==> config.mk <==
export PLATFORM = sky130hd
export DESIGN_NAME = rf_addr_xlat
export DESIGN_NICKNAME = d
export VERILOG_FILES = /design/src/rtl/rfx_pkg.sv /design/src/rtl/rfx_ptr_regs.sv /design/src/rtl/rfx_work_resolve.sv /design/src/rtl/rfx_page_map.sv /design/src/rtl/rf_addr_xlat.sv
export SDC_FILE = /design/constraint.sdc
export NUM_CORES = 1
export LEC_CHECK = 0
export CORE_UTILIZATION = 30
export CTS_CLUSTER_SIZE = 40
export DETAILED_ROUTE_END_ITERATION = 6
export PLACE_DENSITY = 0.73
export SLEW_MARGIN = 10
export SYNTH_ARGS = -nofsm -noshare
export SYNTH_HDL_FRONTEND = slang
export SYNTH_SLANG_ARGS = --single-unit
==> constraint.sdc <==
create_clock -name clk_i -period 2.8 [get_ports clk_i]
set_clock_uncertainty 0.2 [all_clocks]
set_input_delay 0.84 -clock clk_i [delete_from_list [all_inputs] [get_ports clk_i]]
set_output_delay 0.84 -clock clk_i [all_outputs]
set_load 0.01 [all_outputs]
==> src/rtl/rfx_pkg.sv <==
package rfx_pkg;
   typedef enum logic [2:0] {
      RFX_NOP      = 3'd0,
      RFX_SET_ONE  = 3'd1,
      RFX_SET_LO   = 3'd2,
      RFX_SET_HI   = 3'd3,
      RFX_SET_PAGE = 3'd4
   } rfx_cmd_e;

   localparam int unsigned RFX_ADDR_W   = 8;
   localparam int unsigned RFX_NIB_W    = 4;
   localparam int unsigned RFX_PAGE_W   = 6;
   localparam logic [3:0]  RFX_WORK_ESC = 4'hD;
endpackage

==> src/rtl/rfx_ptr_regs.sv <==
module rfx_ptr_regs
   import rfx_pkg::*;
#(
   parameter int unsigned ADDR_W = RFX_ADDR_W,
   parameter int unsigned NIB_W  = RFX_NIB_W,
   parameter int unsigned PAGE_W = RFX_PAGE_W,
   localparam int unsigned GRP_W = ADDR_W - (NIB_W - 1)
) (
   input  logic              clk_i,
   input  logic              rst_ni,
   input  rfx_cmd_e          cmd_i,
   input  logic [ADDR_W-1:0] arg_i,
   output logic [GRP_W-1:0]  lo_grp_o,
   output logic [GRP_W-1:0]  hi_grp_o,
   output logic              twin_o,
   output logic [PAGE_W-1:0] page_o
);
   generate
      if (PAGE_W > ADDR_W) begin : g_bad_page
         $error("rfx_ptr_regs: PAGE_W wider than ADDR_W");
      end
   endgenerate

   logic [GRP_W-1:0]  lo_q, hi_q;
   logic              twin_q;
   logic [PAGE_W-1:0] page_q;

   always_ff @(posedge clk_i or negedge rst_ni) begin
      if (!rst_ni) begin
         lo_q   <= '0;
         hi_q   <= '0;
         twin_q <= 1'b0;
         page_q <= '0;
      end else begin
         case (cmd_i)
            RFX_SET_ONE: begin
               lo_q   <= arg_i[ADDR_W-1 -: GRP_W];
               twin_q <= 1'b0;
            end
            RFX_SET_LO: begin
               lo_q   <= arg_i[ADDR_W-1 -: GRP_W];
               twin_q <= 1'b1;
            end
            RFX_SET_HI: begin
               hi_q   <= arg_i[ADDR_W-1 -: GRP_W];
               twin_q <= 1'b1;
            end
            RFX_SET_PAGE: page_q <= arg_i[ADDR_W-1 -: PAGE_W];
            default: ;
         endcase
      end
   end

   assign lo_grp_o = lo_q;
   assign hi_grp_o = hi_q;
   assign twin_o   = twin_q;
   assign page_o   = page_q;

   AST_SINGLE_LOAD: assert property (@(posedge clk_i) disable iff (!rst_ni)
      (cmd_i == RFX_SET_ONE) |=> (lo_grp_o == $past(arg_i[ADDR_W-1 -: GRP_W]) && !twin_o
                                  && $stable(hi_grp_o)));
   AST_TWIN_SET: assert property (@(posedge clk_i) disable iff (!rst_ni)
      (cmd_i == RFX_SET_LO || cmd_i == RFX_SET_HI) |=> twin_o);
   AST_HI_LOAD: assert property (@(posedge clk_i) disable iff (!rst_ni)
      (cmd_i == RFX_SET_HI) |=> (hi_grp_o == $past(arg_i[ADDR_W-1 -: GRP_W])));
   AST_PAGE_HOLD: assert property (@(posedge clk_i) disable iff (!rst_ni)
      (cmd_i != RFX_SET_PAGE) |=> $stable(page_o));
endmodule

==> src/rtl/rfx_work_resolve.sv <==
module rfx_work_resolve #(
   parameter int unsigned ADDR_W  = 8,
   parameter int unsigned NIB_W   = 4,
   parameter bit          TWIN_EN = 1'b1,
   localparam int unsigned HALF_W = NIB_W - 1,
   localparam int unsigned GRP_W  = ADDR_W - HALF_W
) (
   input  logic [GRP_W-1:0]  lo_grp_i,
   input  logic [GRP_W-1:0]  hi_grp_i,
   input  logic              twin_i,
   input  logic [NIB_W-1:0]  wnum_i,
   output logic [ADDR_W-1:0] addr_o
);
   logic [ADDR_W-1:0] single_addr;

   // Single window: 16-register aligned, so the lowest group bit is dropped
   assign single_addr = {lo_grp_i[GRP_W-1:1], wnum_i};

   generate
      if (TWIN_EN) begin : g_twin
         logic [ADDR_W-1:0] twin_addr;
         always_comb begin
            if (wnum_i[NIB_W-1]) twin_addr = {hi_grp_i, wnum_i[HALF_W-1:0]};
            else                 twin_addr = {lo_grp_i, wnum_i[HALF_W-1:0]};
         end
         assign addr_o = twin_i ? twin_addr : single_addr;
      end else begin : g_single
         logic unused_twin;
         assign unused_twin = twin_i ^ (^hi_grp_i);
         assign addr_o = single_addr;
      end
   endgenerate
endmodule

==> src/rtl/rfx_page_map.sv <==
module rfx_page_map #(
   parameter int unsigned ADDR_W = 8,
   parameter int unsigned NIB_W  = 4,
   parameter int unsigned PAGE_W = 6
) (
   input  logic [ADDR_W-1:0] addr_i,
   input  logic [PAGE_W-1:0] page_i,
   output logic              paged_o,
   output logic [PAGE_W-1:0] page_o
);
   assign paged_o = &addr_i[ADDR_W-1 -: NIB_W];
   assign page_o  = paged_o ? page_i : '0;
endmodule

==> src/rtl/rf_addr_xlat.sv <==
module rf_addr_xlat
   import rfx_pkg::*;
#(
   parameter int unsigned ADDR_W  = RFX_ADDR_W,
   parameter int unsigned NIB_W   = RFX_NIB_W,
   parameter int unsigned PAGE_W  = RFX_PAGE_W,
   parameter bit          TWIN_EN = 1'b1,
   localparam int unsigned GRP_W  = ADDR_W - (NIB_W - 1)
) (
   input  logic              clk_i,
   input  logic              rst_ni,
   input  logic [2:0]        cmd_i,
   input  logic [ADDR_W-1:0] cmd_arg_i,
   input  logic              opnd_work_i,
   input  logic [ADDR_W-1:0] opnd_i,
   output logic [ADDR_W-1:0] addr_o,
   output logic              paged_o,
   output logic [PAGE_W-1:0] page_o,
   output logic [ADDR_W-1:0] rp_lo_o,
   output logic [ADDR_W-1:0] rp_hi_o,
   output logic [ADDR_W-1:0] pg_o
);
   generate
      if (ADDR_W != 2 * NIB_W) begin : g_bad_split
         $error("rf_addr_xlat: ADDR_W must be two nibbles");
      end
      if (PAGE_W + 2 != ADDR_W) begin : g_bad_pg
         $error("rf_addr_xlat: page field must leave two low bits");
      end
   endgenerate

   rfx_cmd_e          cmd_e;
   logic [GRP_W-1:0]  lo_grp, hi_grp;
   logic              twin;
   logic [PAGE_W-1:0] page_q;
   logic              use_work;
   logic [ADDR_W-1:0] work_addr;

   assign cmd_e = rfx_cmd_e'(cmd_i);

   rfx_ptr_regs #(.ADDR_W(ADDR_W), .NIB_W(NIB_W), .PAGE_W(PAGE_W)) u_ptr (
      .clk_i    (clk_i),
      .rst_ni   (rst_ni),
      .cmd_i    (cmd_e),
      .arg_i    (cmd_arg_i),
      .lo_grp_o (lo_grp),
      .hi_grp_o (hi_grp),
      .twin_o   (twin),
      .page_o   (page_q)
   );

   assign use_work = opnd_work_i ||
                     (opnd_i[ADDR_W-1 -: NIB_W] == NIB_W'(RFX_WORK_ESC));

   rfx_work_resolve #(.ADDR_W(ADDR_W), .NIB_W(NIB_W), .TWIN_EN(TWIN_EN)) u_work (
      .lo_grp_i (lo_grp),
      .hi_grp_i (hi_grp),
      .twin_i   (twin),
      .wnum_i   (opnd_i[NIB_W-1:0]),
      .addr_o   (work_addr)
   );

   assign addr_o = use_work ? work_addr : opnd_i;

   rfx_page_map #(.ADDR_W(ADDR_W), .NIB_W(NIB_W), .PAGE_W(PAGE_W)) u_page (
      .addr_i  (addr_o),
      .page_i  (page_q),
      .paged_o (paged_o),
      .page_o  (page_o)
   );

   assign rp_lo_o = {lo_grp, twin, 2'b00};
   assign rp_hi_o = {hi_grp, twin, 2'b00};
   assign pg_o    = {page_q, 2'b00};

   AST_ABS_PASS: assert property (@(posedge clk_i) disable iff (!rst_ni)
      (!opnd_work_i && opnd_i[ADDR_W-1 -: NIB_W] != NIB_W'(RFX_WORK_ESC)) |-> addr_o == opnd_i);
   AST_PAGE_NUM: assert property (@(posedge clk_i) disable iff (!rst_ni)
      paged_o |-> (page_o == pg_o[ADDR_W-1 -: PAGE_W]));
   AST_TWIN_HIGH: assert property (@(posedge clk_i) disable iff (!rst_ni)
      (opnd_work_i && rp_lo_o[2] && opnd_i[NIB_W-1]) |-> addr_o[ADDR_W-1 -: GRP_W] == rp_hi_o[ADDR_W-1 -: GRP_W]);
   AST_ESC_LOW: assert property (@(posedge clk_i) disable iff (!rst_ni)
      use_work |-> addr_o[NIB_W-2:0] == opnd_i[NIB_W-2:0]);
endmodule

==> results.cfg <==
[route]
drt_iter0_markers = 4
drc = 0
met3_length_um = 156
viasPerCell = 4.421
num_vias = 840
dr_wl_met2_mm = 1.199
wl_per_cell_um = 12.46
ant_nets = 0
routed_wl_mm = 2.367
wl_met1_um = 977
dr.pass1.iters = 2
highest-signal-layer = met4

[worst_setup_path]
slowest_delay_ns = 0.30
cp.arrival_ns = 1.92
slowest_stage = mux2_4
endpoint_kind = output port
critPathTopFamily = buffers and inverters
cp_max_fo = 6
worstPathRequired_ns = 1.76
worstSetupPathType = in -> out
startpoint_type = primary input
crit_chain = buf_4 > nand2_2 > mux2_4 > o22a_4 > buf_12 > nor2b_4 > buf_6
crit_buf_inv = 3

[finish]
diodes = 0
final_cell_mix = clkdlybuf4s50_1, buf_4, dfrtp_1
final_common_cell = clkdlybuf4s50_1
final_util_pct = 53.27
area_growth_pct = 66.16
final_cells = 190
fill_cells = 288
drive_gt1_share_pct = 47.95
register_area_um2 = 425.4
fin_nets = 169
multiInputGateArea_um2 = 553.0

[floorplanning]
die_x_um = 59.58
core_um2 = 3103
start_util_pct = 32.06
rows = 20
ios = 61
die_area_um2 = 3550
fp.dieH_um = 59.58

[logic_synthesis]
synth_area_leaders = dfrtp_1, mux2_2, mux2_4
ys_seq_area_share_pct = 42.77
syn-instance-count = 87
netlist.area_leader.share_pct = 42.77
synth.largest_area_cell = dfrtp_1
yosys_warnings = 0
ys_types = 28
avgSynthCellArea_um2 = 11.43
syn-cell-area_um2 = 994.7
yosys_register_bits = 17

[global_route]
grt_pass1_vias = 843
grt.overflow.total = 0
gr-usage-all-layers_pct = 14.34
grt_antenna_before_repair = 0
grt_first_pass_wirelength_mm = 3.767
grt_max_degree = 18

[placement]
routabilityCongestion = 0.6872
dp_hpwl_mm = 1.881
port_buffers = 46
place_inst = 183
dp_slack_ns = -0.9275

[timing]
finalSetupViolCount = 9
fin_ws_ns = -0.1624
finalMaxSlewViolations = 0
max_slew_margin_pct = 50.59
final.period_utilization_pct = 105.8
fmax_mhz = 337.6
finalHoldViolations = 0
fin_crit_ns = 2.962
rsz0062_at_grt = true
worst_slew_pin_slew_ns = 0.7388

[pwr]
power.leakage_nw = 0.7812
vdd_ir_drop_max_uv = 242.2
power_density_nw_per_um2 = 502.3

[clock_tree]
htreeDepth = 1
root_buffer = clkbuf_4
clk_pin_slew_ns = 0.10
cts_buffers = 3
insertion_delay_ns = 0.29
cts_tree = built
clockBufferDepth = 2
cts.sinks = 17

[flow_run]
max_cap_viol_count = 0

[run_status]
violations = negative setup slack
status = finished, violations left

[hold_path]
min-delay-path-class = reg -> reg
-- stage by stage --
step,instance area [um^2],total power (W),hold slack [ns],setup TNS [ns]
finish,1653,0.0008303,0.3518,-0.9970
global route,1653,0.0008793,0.3850,-1.482
CTS,1635,0.0008327,0.3587,-1.105
detailed placement,1543,0.0006871,0.3145,-10.27
global placement,1543,0.0006805,0.3219,-10.01
floorplan,1013,0.0004830,0.3444,0
-- cells by family after synthesis --
| kind of cell | after synthesis | synth area share [%] |
|---|---|---|
| flops | 17 | 42.77 |
| other cells | 1 | 0.3770 |
| buf+inv | 17 | 10.69 |
| compound gates | 10 | 7.171 |
| mux | 20 | 24.53 |
| xor+xnor | 1 | 0.8807 |
| simple gates | 21 | 13.59 |
-- area by class of cell --
type / count / share of cell area [%]
timing repair buffer: 63 / 34.90
multi-input combinational: 58 / 33.46
sequential: 17 / 25.74
tap: 44 / 3.331
clock buffer: 3 / 1.363
inverter: 4 / 0.9084
clock inverter: 1 / 0.3028
-- metal layers --
layer	track usage (%)	vias to the layer above
met1	16.28	395
met3	3.057	5
li1	-	400
met4	4.983	0
met2	26.32	40
met5	0	-
-- worst paths after layout --
| kind | depth (start not counted) | from | to | slack (ns) |
|---|---|---|---|---|
| max in group asynchronous | 1 | rst_ni | u_ptr.hi_grp_o[1] | 1.16 |
| setup / recovery | 7 | opnd_i[3] | page_o[1] | -0.16 |
| hold reg to reg | 1 | u_ptr.page_o[3] | u_ptr.page_o[3] | 0.35 |
| min in group asynchronous | 1 | rst_ni | u_ptr.hi_grp_o[3] | 0.78 |
| hold / removal | 1 | u_ptr.page_o[3] | u_ptr.page_o[3] | 0.35 |
| setup reg to reg | 2 | u_ptr.lo_grp_o[1] | u_ptr.lo_grp_o[1] | 1.70 |
-- report_power, final --
part	switching (W)	leakage (nW)	total, W	internal [W]
combinational	0.000139	0.563	0.000374	0.000236
sequential	0.0000348	0.200	0.000326	0.000291
clock	0.0000767	0.0177	0.000130	0.0000531
total	0.000250	0.781	0.000830	0.000580
-- timing repair --
| item | in CTS | in global routing |
|---|---|---|
| endpoints found under the setup margin | 12 | 11 |
| hold buffers | 0 | 0 |
| pin swaps | 7 | 5 |
| gates resized for setup | 92 | 6 |
| cloned | 0 | 0 |
| buffers inserted | 2 | 2 |
-- synth_stat cells --
cell,count
buf_2,1
clkbuf_1,1
nand2_1,1
a21oi_1,3
inv_1,4
mux2_2,11
nor2_1,4
nand2_2,1
mux2i_1,3
a31oi_1,1
a21boi_0,1
and4b_1,1
o22ai_1,1
nand3_1,3
xnor2_1,1
conb_1,1
o22a_4,1
a41oi_1,1
nand2b_1,1
dfrtp_1,17
and3_1,1
buf_4,11
mux2_4,6
and3_2,1
or3_1,1
o21ai_0,2
nor2b_2,6
or2_2,1
-- flip-flops by register name, indices dropped and copies added, names as in the netlist --
signal / cells
u_ptr.hi_grp_o: 5
u_ptr.twin_o: 1
u_ptr.page_o: 6
u_ptr.lo_grp_o: 5
Note: power is estimated with default switching activity, not from simulation.
